**config.mk**
```make
export PLATFORM = sky130hd
export DESIGN_NAME = vga_legacy_claim
export DESIGN_NICKNAME = d
export VERILOG_FILES = /design/src/rtl/vgaf_pkg.sv /design/src/rtl/vgaf_rst_sync.sv /design/src/rtl/vgaf_snoop.sv /design/src/rtl/vgaf_claim.sv /design/src/rtl/vga_legacy_claim.sv
export SDC_FILE = /design/constraint.sdc
export NUM_CORES = 1
export LEC_CHECK = 0
export BUFFER_PORTS_ARGS = -buffer_cell sky130_fd_sc_hd__buf_2
export CORE_ASPECT_RATIO = 0.8
export CORE_MARGIN = 4
export CORE_UTILIZATION = 25
export CTS_CLUSTER_DIAMETER = 100
export DETAILED_ROUTE_END_ITERATION = 7
export GPL_ROUTABILITY_DRIVEN = 0
export PLACE_DENSITY = 0.57
export SYNTH_ARGS = -nofsm -noshare
export SYNTH_HDL_FRONTEND = slang
export SYNTH_SLANG_ARGS = --single-unit
```
**constraint.sdc**
```tcl
create_clock -name clk -period 1.4 [get_ports clk]
set_clock_uncertainty 0.1 [all_clocks]
set_input_delay 0 -clock clk [delete_from_list [all_inputs] [get_ports clk]]
set_output_delay 0 -clock clk [all_outputs]
set_load 0.03 [all_outputs]
```
**src/rtl/vgaf_pkg.sv**
```systemverilog
package vgaf_pkg;

  typedef enum logic [1:0] {
    MAP_A0_BF = 2'b00,
    MAP_A0_AF = 2'b01,
    MAP_B0_B7 = 2'b10,
    MAP_B8_BF = 2'b11
  } memmap_e;

  typedef struct packed {
    logic       color_io;
    memmap_e    map;
    logic [7:0] gc_index;
  } shadow_t;

  localparam logic [15:0] PORT_MISC_WR = 16'h03C2;
  localparam logic [15:0] PORT_GC_IDX  = 16'h03CE;
  localparam logic [15:0] PORT_GC_DAT  = 16'h03CF;
  localparam logic [7:0]  GC_MAP_INDEX = 8'd6;

  localparam logic [11:0] IO_GRP_MONO  = 12'h03B;
  localparam logic [11:0] IO_GRP_VGA   = 12'h03C;
  localparam logic [11:0] IO_GRP_COLOR = 12'h03D;

  // 32 KiB blocks of the legacy memory window
  localparam int          MEM_BLK_SHIFT = 15;
  localparam int unsigned BLK_A0 = 32'h14;
  localparam int unsigned BLK_A8 = 32'h15;
  localparam int unsigned BLK_B0 = 32'h16;
  localparam int unsigned BLK_B8 = 32'h17;

endpackage

```
**src/rtl/vgaf_rst_sync.sv**
```systemverilog
module vgaf_rst_sync (
  input  logic clk,
  input  logic rst_n,
  output logic rst_sync_n
);
  logic [1:0] sync_q;

  always_ff @(posedge clk or negedge rst_n) begin
    if (!rst_n) sync_q <= 2'b00;
    else        sync_q <= {sync_q[0], 1'b1};
  end

  assign rst_sync_n = sync_q[1];
endmodule

```
**src/rtl/vgaf_snoop.sv**
```systemverilog
module vgaf_snoop
  import vgaf_pkg::*;
#(
  parameter int ADDR_W = 32,
  parameter int DATA_W = 32
) (
  input  logic                clk,
  input  logic                rst_n,
  input  logic                wr_qual,
  input  logic [ADDR_W-1:0]   addr,
  input  logic [DATA_W/8-1:0] be,
  input  logic [DATA_W-1:0]   wdata,
  output shadow_t             shd
);
  localparam int BE_W     = DATA_W / 8;
  localparam int LANE_W   = $clog2(BE_W);
  localparam int MISC_LN  = int'(PORT_MISC_WR) % BE_W;
  localparam int IDX_LN   = int'(PORT_GC_IDX) % BE_W;
  localparam int DAT_LN   = int'(PORT_GC_DAT) % BE_W;

  shadow_t    shd_q, shd_d;
  logic       io_hi_zero;
  logic       misc_wr, idx_wr, dat_wr;
  logic [7:0] misc_byte, idx_byte, dat_byte;
  logic [7:0] idx_eff;

  assign io_hi_zero = ((addr >> 16) == '0);
  assign misc_byte  = wdata[MISC_LN*8 +: 8];
  assign idx_byte   = wdata[IDX_LN*8 +: 8];
  assign dat_byte   = wdata[DAT_LN*8 +: 8];

  assign misc_wr = wr_qual && io_hi_zero && be[MISC_LN] &&
                   (addr[15:LANE_W] == PORT_MISC_WR[15:LANE_W]);
  assign idx_wr  = wr_qual && io_hi_zero && be[IDX_LN] &&
                   (addr[15:LANE_W] == PORT_GC_IDX[15:LANE_W]);
  assign dat_wr  = wr_qual && io_hi_zero && be[DAT_LN] &&
                   (addr[15:LANE_W] == PORT_GC_DAT[15:LANE_W]);

  // next-state: index captured in this cycle takes part in the data decision
  always_comb begin
    shd_d   = shd_q;
    idx_eff = shd_q.gc_index;
    if (idx_wr) begin
      shd_d.gc_index = idx_byte;
      idx_eff        = idx_byte;
    end
    if (misc_wr) shd_d.color_io = misc_byte[0];
    if (dat_wr && (idx_eff == GC_MAP_INDEX)) shd_d.map = memmap_e'(dat_byte[3:2]);
  end

  always_ff @(posedge clk or negedge rst_n) begin
    if (!rst_n) begin
      shd_q.color_io <= 1'b0;
      shd_q.map      <= MAP_A0_BF;
      shd_q.gc_index <= 8'h00;
    end else if (wr_qual) begin
      shd_q <= shd_d;
    end
  end

  assign shd = shd_q;

  // no qualifying write, no shadow movement
  assert_shadow_hold_R8: assert property (@(posedge clk) disable iff (!rst_n)
    !wr_qual |=> $stable(shd_q));

  // a misc write lands bit 0 of its lane in the select shadow
  assert_misc_load_R2: assert property (@(posedge clk) disable iff (!rst_n)
    misc_wr |=> (shd_q.color_io == $past(misc_byte[0])));

  // a data-port write with a non-6 index in force never moves the map
  assert_map_gated_R6: assert property (@(posedge clk) disable iff (!rst_n)
    (dat_wr && !idx_wr && (shd_q.gc_index != GC_MAP_INDEX)) |=> $stable(shd_q.map));
endmodule

```
**src/rtl/vgaf_claim.sv**
```systemverilog
module vgaf_claim
  import vgaf_pkg::*;
#(
  parameter int ADDR_W = 32
) (
  input  logic              clk,
  input  logic              rst_n,
  input  logic              valid,
  input  logic              is_io,
  input  logic              enable,
  input  logic [ADDR_W-1:0] addr,
  input  logic              color_io,
  input  memmap_e           map,
  output logic              claim
);
  localparam logic [ADDR_W-1:0] B_A0 = ADDR_W'(BLK_A0);
  localparam logic [ADDR_W-1:0] B_A8 = ADDR_W'(BLK_A8);
  localparam logic [ADDR_W-1:0] B_B0 = ADDR_W'(BLK_B0);
  localparam logic [ADDR_W-1:0] B_B8 = ADDR_W'(BLK_B8);

  logic              io_hi_zero;
  logic [11:0]       io_grp;
  logic [ADDR_W-1:0] blk;
  logic              in_a, in_b0, in_b8;
  logic              io_hit, mem_hit;

  assign io_hi_zero = ((addr >> 16) == '0);
  assign io_grp     = addr[15:4];
  assign blk        = addr >> MEM_BLK_SHIFT;
  assign in_a       = (blk == B_A0) || (blk == B_A8);
  assign in_b0      = (blk == B_B0);
  assign in_b8      = (blk == B_B8);

  always_comb begin
    io_hit = 1'b0;
    if (io_hi_zero) begin
      unique case (io_grp)
        IO_GRP_MONO:  io_hit = !color_io;
        IO_GRP_VGA:   io_hit = 1'b1;
        IO_GRP_COLOR: io_hit = color_io;
        default:      io_hit = 1'b0;
      endcase
    end
  end

  always_comb begin
    unique case (map)
      MAP_A0_BF: mem_hit = in_a || in_b0 || in_b8;
      MAP_A0_AF: mem_hit = in_a;
      MAP_B0_B7: mem_hit = in_b0;
      MAP_B8_BF: mem_hit = in_b8;
      default:   mem_hit = 1'b0;
    endcase
  end

  assign claim = valid && enable && (is_io ? io_hit : mem_hit);

  // no claim without the enable
  assert_no_claim_disabled_R9: assert property (@(posedge clk) disable iff (!rst_n)
    claim |-> enable);

  // memory claims stay inside the 128 KiB legacy window
  assert_mem_in_window_R5: assert property (@(posedge clk) disable iff (!rst_n)
    (claim && !is_io) |-> ((addr >= ADDR_W'(32'hA0000)) && (addr <= ADDR_W'(32'hBFFFF))));

  // no I/O claim on an address with upper bits set
  assert_io_no_alias_R10: assert property (@(posedge clk) disable iff (!rst_n)
    (claim && is_io) |-> ((addr >> 16) == '0));

  // monochrome ports are refused in colour mode
  assert_mono_refused_R3: assert property (@(posedge clk) disable iff (!rst_n)
    (is_io && color_io && (addr[ADDR_W-1:4] == ADDR_W'(32'h3B) >> 0)) |-> !claim);

  // the always-on register block is claimed when enabled
  assert_vga_ports_R4: assert property (@(posedge clk) disable iff (!rst_n)
    (valid && enable && is_io && (addr[ADDR_W-1:4] == (ADDR_W-4)'(32'h3C))) |-> claim);
endmodule

```
**src/rtl/vga_legacy_claim.sv**
```systemverilog
module vga_legacy_claim
  import vgaf_pkg::*;
#(
  parameter int ADDR_W = 32,
  parameter int DATA_W = 32
) (
  input  logic                clk,
  input  logic                rst_n,
  input  logic                txn_valid,
  input  logic                txn_is_io,
  input  logic                txn_write,
  input  logic [ADDR_W-1:0]   txn_addr,
  input  logic [DATA_W/8-1:0] txn_be,
  input  logic [DATA_W-1:0]   txn_wdata,
  input  logic                vga_enable,
  output logic                claim
);
  logic    rst_sync_n;
  logic    wr_qual;
  shadow_t shd;

  vgaf_rst_sync u_rst (
    .clk        (clk),
    .rst_n      (rst_n),
    .rst_sync_n (rst_sync_n)
  );

  assign wr_qual = txn_valid && txn_is_io && txn_write && vga_enable;

  vgaf_snoop #(.ADDR_W(ADDR_W), .DATA_W(DATA_W)) u_snoop (
    .clk     (clk),
    .rst_n   (rst_sync_n),
    .wr_qual (wr_qual),
    .addr    (txn_addr),
    .be      (txn_be),
    .wdata   (txn_wdata),
    .shd     (shd)
  );

  vgaf_claim #(.ADDR_W(ADDR_W)) u_claim (
    .clk      (clk),
    .rst_n    (rst_sync_n),
    .valid    (txn_valid),
    .is_io    (txn_is_io),
    .enable   (vga_enable),
    .addr     (txn_addr),
    .color_io (shd.color_io),
    .map      (shd.map),
    .claim    (claim)
  );
endmodule

```
==> flow_summary_export.csv, run 1 <==
group,metric,value,unit
critical_path,worstSetupStartpointType,"flip-flop",
power_and_ir_drop,max-vdd-ir-drop,521,uV
floorplanning,start_util,26.2,%
logic_synthesis,synth_fp_nets,140,
critical_path,slowest_stage,"dfrtp_1",
floorplanning,die-width,67.9,um
timing,min_period,1740,ps
layout,nets,226,
timing,fin_crit_sh,125,%
logic_synthesis,synthMuxAreaShare,19.7,%
logic_synthesis,ys_warn_count,0,
timing,finalHoldViolations,0,
critical_path,cp_slowest_stage_delay,390,ps
logic_synthesis,synth_xor_area_share,0,%
timing,fin_ws,-345,ps
logic_synthesis,synth-simple-area-share,29.1,%
critical_path,critPathKind,"flip-flop to flip-flop",
critical_path,crit_start,"u_snoop.shd[3]",
clock_tree,clock_latency,270,ps
route,drc,0,
status,violations,"negative setup slack",
global_route,grt_use_total,13.6,%
floorplanning,die_h,55.9,um
floorplanning,ios,75,
critical_path,rr_startpoint,"u_snoop.shd[3]",
global_route,grt_pass1_wl,3920,um
clock_tree,cts_root_buf,"clkbuf_4",
critical_path,worst_r2r_path_depth,5,
timing,finalSetupViolations,12,
clock_tree,numCtsBuffers,3,
route,vias,875,
layout,area_growth,103,%
logic_synthesis,synthAdderAreaFrac,0,%
timing,fmaxAchievable,0.573,GHz
critical_path,reg2reg_slack,-340,ps
global_route,grt_pass1_vias,946,
clock_tree,cts.sinks,13,
logic_synthesis,ys.flop_type,"dfrtp_1",
power_and_ir_drop,power_density,535,mW/mm2
logic_synthesis,syn_area,718,um2
timing,rsz0062_at_grt,"true",
global_route,overflow,0,
logic_synthesis,yosys.area.top_type,"dfrtp_1",
run,maxCapViolCount,0,
logic_synthesis,synthArstFlopShare,100,%
logic_synthesis,yosys-top-cells-count,"13 x dfrtp_1, 9 x mux2_2",
route,drtPass1Iterations,2,
route,ant_nets,0,
placement,dp_hpwl,1770,um
floorplanning,num_rows,17,
logic_synthesis,avgSynthCellArea,10.9,um2
layout,regArea,325,um2
floorplanning,core,0.00274,mm2
logic_synthesis,syn_inst,66,
logic_synthesis,synth-compound-area-share,4.88,%
status,status,"finished, violations left",
clock_tree,path_clk_slew,70,ps
logic_synthesis,synth_area_leaders,"dfrtp_1 45%, mux2_2 14%, nor4bb_1 4.2%",
clock_tree,clockBufferDepth,2,
timing,slew_violations,0,
critical_path,crit_end,"u_snoop.shd[8]",
layout,drive_above_1_share,62.3,%
layout,n_antenna_cell,0,
worst_hold_path,hold_path.class,"flip-flop to asynchronous set/reset pin",
logic_synthesis,ys_types,23,
critical_path,cp-end-kind,"flip-flop",
critical_path,timing.rr.end,"u_snoop.shd[8]",
critical_path,cp_max_fo,2,
power_and_ir_drop,p_leak,0.698,nW
critical_path,path_cells,"nor4bb_1 > and3_1 > a21oi_1 > or3_4 > mux2_4",
logic_synthesis,yosysSeqAreaShare,45.3,%
clock_tree,cts_tree,"done",
layout,multi_input_area,495,um2
placement,dp_slack,-570,ps
timing,worst_hold_slack,76.2,ps
route,viasPerCell,4.63,
logic_synthesis,synth_top_area_share,45.3,%
route,wirelength,2650,um
logic_synthesis,yosysMostFrequentCell,"dfrtp_1",
route,wire_per_inst,14.0,um
critical_path,crit_required,1460,ps
layout,n_fill_cell,252,
global_route,antenna_found_initial,0,
placement,portBuffers,48,
logic_synthesis,synth_top_family_by_area,"simple AND/OR/NAND/NOR gates",
clock_tree,htree_num_levels,1,
logic_synthesis,ys_ff_latch,13,
global_route,grt_start_max_net_pins,12,
logic_synthesis,synth_edf_count,0,
route,drt-initial-drc-count,3,
critical_path,cp.arrival,1810,ps
floorplanning,die_area,0.00380,mm2
[per-layer routing]
metal  share of wire, %  track usage [%]  vias to the layer above
met3                 13             5.86                        2
met2                 47             24.2                       49
met5                  0                0                        -
met4               0.30             2.55                        0
met1                 40             14.6                      396
li1                   -                -                      428
[cells in the final DEF (no fill, tap or decap), drive strengths merged]
| master | Yosys | layout |
|---|---|---|
| nand4 | 2 | 2 |
| mux2i | 1 | 1 |
| and3 | 1 | 1 |
| nor4bb | 3 | 3 |
| mux2 | 11 | 11 |
| buf | 0 | 69 |
| conb | 1 | 1 |
| nand4b | 1 | 1 |
| or3 | 1 | 1 |
| dlygate4sd3 | 0 | 12 |
| o21ai | 3 | 3 |
| nor3 | 4 | 4 |
| nor2 | 4 | 4 |
| a21oi | 4 | 4 |
| dfrtp | 13 | 13 |
| clkbuf | 0 | 4 |
| nor4 | 4 | 4 |
| nand3 | 4 | 4 |
| nand2 | 4 | 4 |
| nor4b | 2 | 2 |
| or4 | 2 | 2 |
| inv | 1 | 1 |
[metrics by stage]
step                instances  utilization, %  setup TNS (ps)  area (um2)  total power (W)
detailed placement        164            40.7           -6040        1120         0.000512
CTS                       187            51.6           -2270        1420         0.000787
global placement          164            40.7           -5740        1120         0.000509
finish                    189            53.3           -2660        1460         0.000783
floorplan                  66               -           -3850         738         0.000410
global route              189            53.3           -3270        1460         0.000826
[sequential cells by signal (all words and copies together) (netlist names)]
signal	count
u_snoop.shd	11
u_rst.sync_q	2
[cells by family (layout without fill, tap and decap cells)]
family,Yosys count,count (layout)
mux,12,12
buf+inv,1,86
compound gates,7,7
simple gates,32,32
flops,13,13
other cells,1,1
[area by class of cell]
cell class | count | area share, %
inverters | 1 | 0.257
multi-input cells | 52 | 33.9
clock buffers | 4 | 1.80
well taps | 38 | 3.25
flip-flops and latches | 13 | 22.3
repair buffers | 81 | 38.5
[worst min-delay path by stage]
stage,start,endpoint,depth (start not counted)
after global routing,txn_addr[3],u_snoop.shd[10],4
after CTS,txn_addr[3],u_snoop.shd[10],4
final,u_rst.sync_q[1],u_snoop.shd[7],0
after global placement,rst_n,u_rst.sync_q[0],1
after floorplan,rst_n,u_rst.sync_q[0],0
after detailed placement,rst_n,u_rst.sync_q[0],1
[critical path: cells and delay by family (launching register included)]
kind / cells / cell delay, ps
AOI/OAI and AO/OA: 1 / 40
muxes: 1 / 300
DFF: 1 / 390
and+or+nand+nor: 3 / 800
[power by group]
| part | leakage [nW] | total, W | switching, W | internal (W) |
|---|---|---|---|---|
| Clock | 0.0150 | 0.000224 | 0.000113 | 0.000110 |
| Sequential | 0.177 | 0.000384 | 0.00000603 | 0.000378 |
| Combinational | 0.506 | 0.000175 | 0.0000635 | 0.000111 |
| Total | 0.698 | 0.000783 | 0.000183 | 0.000600 |
[what timing repair did]
item	4_1_cts	5_1_grt
pin swaps	8	7
setup buffers	7	2
endpoints found under the setup margin	12	12
hold buffers	12	0
resized for setup	21	6
endpoints found under the hold margin	13	0
Power figures use the tool's default switching activity.
==> inputs of run 2 (changes only) <==
--- a/config.mk
+++ b/config.mk
@@ -10,9 +10,11 @@
 export CORE_MARGIN = 4
 export CORE_UTILIZATION = 25
 export CTS_CLUSTER_DIAMETER = 100
+export CTS_CLUSTER_SIZE = 24
 export DETAILED_ROUTE_END_ITERATION = 7
 export GPL_ROUTABILITY_DRIVEN = 0
 export PLACE_DENSITY = 0.57
+export SKIP_CTS_REPAIR_TIMING = 1
 export SYNTH_ARGS = -nofsm -noshare
 export SYNTH_HDL_FRONTEND = slang
 export SYNTH_SLANG_ARGS = --single-unit
==> constraint.sdc (replaced) <==
create_clock -name clk -period 1.9 [get_ports clk]
set_clock_uncertainty 0.1 [all_clocks]
set_input_delay 0 -clock clk [delete_from_list [all_inputs] [get_ports clk]]
set_output_delay 0 -clock clk [all_outputs]
set_load 0.03 [all_outputs]
==> run 2 against run 1 <==
The flow now finishes without violations. Largest power group unchanged. Combinational power down 45%. Register-to-register slack better by 500 ps. Setup slack better by 500 ps.
==> flow_summary_export.csv, run 2 (synthesis gave the netlist of run 1 again) <==
group,metric,value,unit
status,status,"completed",
route,drt-initial-drc-count,18,
floorplanning,die_area,0.00380,mm2
timing,fin_ws,155,ps
global_route,antenna_found_initial,0,
clock_tree,htree_num_levels,1,
critical_path,path_cells,"buf_2 > nor4_1 > nand4b_1 > or4_4 > or3_4 > mux2_4",
critical_path,slowest_stage,"or4_4",
timing,finalHoldViolations,0,
floorplanning,num_rows,17,
floorplanning,ios,75,
clock_tree,cts_tree,"done",
power_and_ir_drop,power_density,455,mW/mm2
clock_tree,path_clk_slew,80,ps
placement,portBuffers,48,
critical_path,crit_required,1960,ps
critical_path,worstSetupStartpointType,"primary input",
run,maxCapViolCount,0,
worst_hold_path,hold_path.class,"primary input to flip-flop",
placement,dp_slack,-137,ps
route,drtPass1Iterations,4,
critical_path,cp.arrival,1810,ps
global_route,grt_pass1_vias,737,
route,viasPerCell,4.56,
critical_path,cp-end-kind,"flip-flop",
critical_path,cp_slowest_stage_delay,460,ps
clock_tree,numCtsBuffers,3,
timing,fin_crit_sh,91.8,%
global_route,overflow,0,
critical_path,critPathKind,"primary input to flip-flop",
global_route,grt_start_max_net_pins,12,
clock_tree,clockBufferDepth,2,
route,ant_nets,0,
route,vias,793,
layout,n_antenna_cell,0,
power_and_ir_drop,max-vdd-ir-drop,305,uV
layout,drive_above_1_share,53.7,%
layout,final_common_cell,"buf_2",
route,wirelength,1990,um
layout,utilization,43.8,%
timing,tns,0,ps
layout,final_area,0.00120,mm2
layout,final_cell_mix,"47 x buf_2, 13 x dfrtp_1, 12 x dlygate4sd3_1",
clock_tree,cts_root_buf,"clkbuf_4",
global_route,grt_use_total,10.2,%
clock_tree,cts.sinks,13,
floorplanning,die-width,67.9,um
critical_path,cp_max_fo,3,
power_and_ir_drop,p_leak,0.595,nW
layout,nets,211,
route,wire_per_inst,11.4,um
timing,fmaxAchievable,0.573,GHz
route,drc,0,
placement,placed_cell_area,0.00104,mm2
floorplanning,core,0.00274,mm2
placement,placedCellCount,157,
timing,finalSetupViolations,0,
clock_tree,clock_latency,270,ps
timing,min_period,1740,ps
layout,area_growth,67.2,%
placement,dp_hpwl,1690,um
floorplanning,die_h,55.9,um
timing,rsz0062_at_grt,"false",
layout,largest_reg_flops,11,
timing,slew_violations,0,
global_route,grt_pass1_wl,2930,um
layout,stdcell_count,174,
floorplanning,start_util,26.2,%
## run 2: layer usage
layer | track usage (%) | vias up | routed length [um]
met5 | 0 | - | 0
met4 | 2.55 | 0 | 10
met3 | 4.85 | 2 | 302
met2 | 17.9 | 45 | 909
met1 | 10.6 | 354 | 766
li1 | - | 392 | -
## run 2: area by class of cell
| cell class | instances | area (um2) |
|---|---|---|
| clock inverter | 1 | 5.00 |
| clock buffer | 3 | 22.5 |
| sequential | 13 | 325 |
| multi-input combinational | 52 | 389 |
| tap | 38 | 47.5 |
| inverter | 1 | 3.75 |
| fill | 273 | 1540 |
| timing repair buffer | 66 | 408 |
## run 2: worst paths after layout
check	from	end	slack, ps	depth (start not counted)
worst max-delay path	txn_addr[20]	u_snoop.shd[8]	160	6
min in group asynchronous	u_rst.sync_q[1]	u_snoop.shd[7]	80	0
worst min register to register	u_rst.sync_q[1]	u_snoop.shd[7]	80	0
worst max register to register	u_snoop.shd[3]	u_snoop.shd[8]	160	5
max in group asynchronous	rst_n	u_rst.sync_q[0]	1120	3
worst min-delay path	txn_addr[3]	u_snoop.shd[10]	20	3
## run 2: power by group
part           leakage, nW  internal, W  total (W)  switching, W
logic                0.400    0.0000637  0.0000962     0.0000325
registers            0.177     0.000278   0.000283    0.00000456
clock network       0.0177    0.0000780   0.000168     0.0000898
total                0.595     0.000420   0.000547      0.000127
## run 2: per-stage QoR
step | total power [W] | hold WS, ps
2_1_floorplan | 0.000301 | -396
3_3_place_gp | 0.000364 | -314
3_5_place_dp | 0.000367 | -312
4_1_cts | 0.000535 | -614
5_1_grt | 0.000580 | 37.9
6_report | 0.000547 | 20.6
## run 2: critical path, delay by kind of cell
| family | cells | cell delay, ps |
|---|---|---|
| simple gates | 4 | 1410 |
| mux | 1 | 300 |
| buf+inv | 1 | 100 |
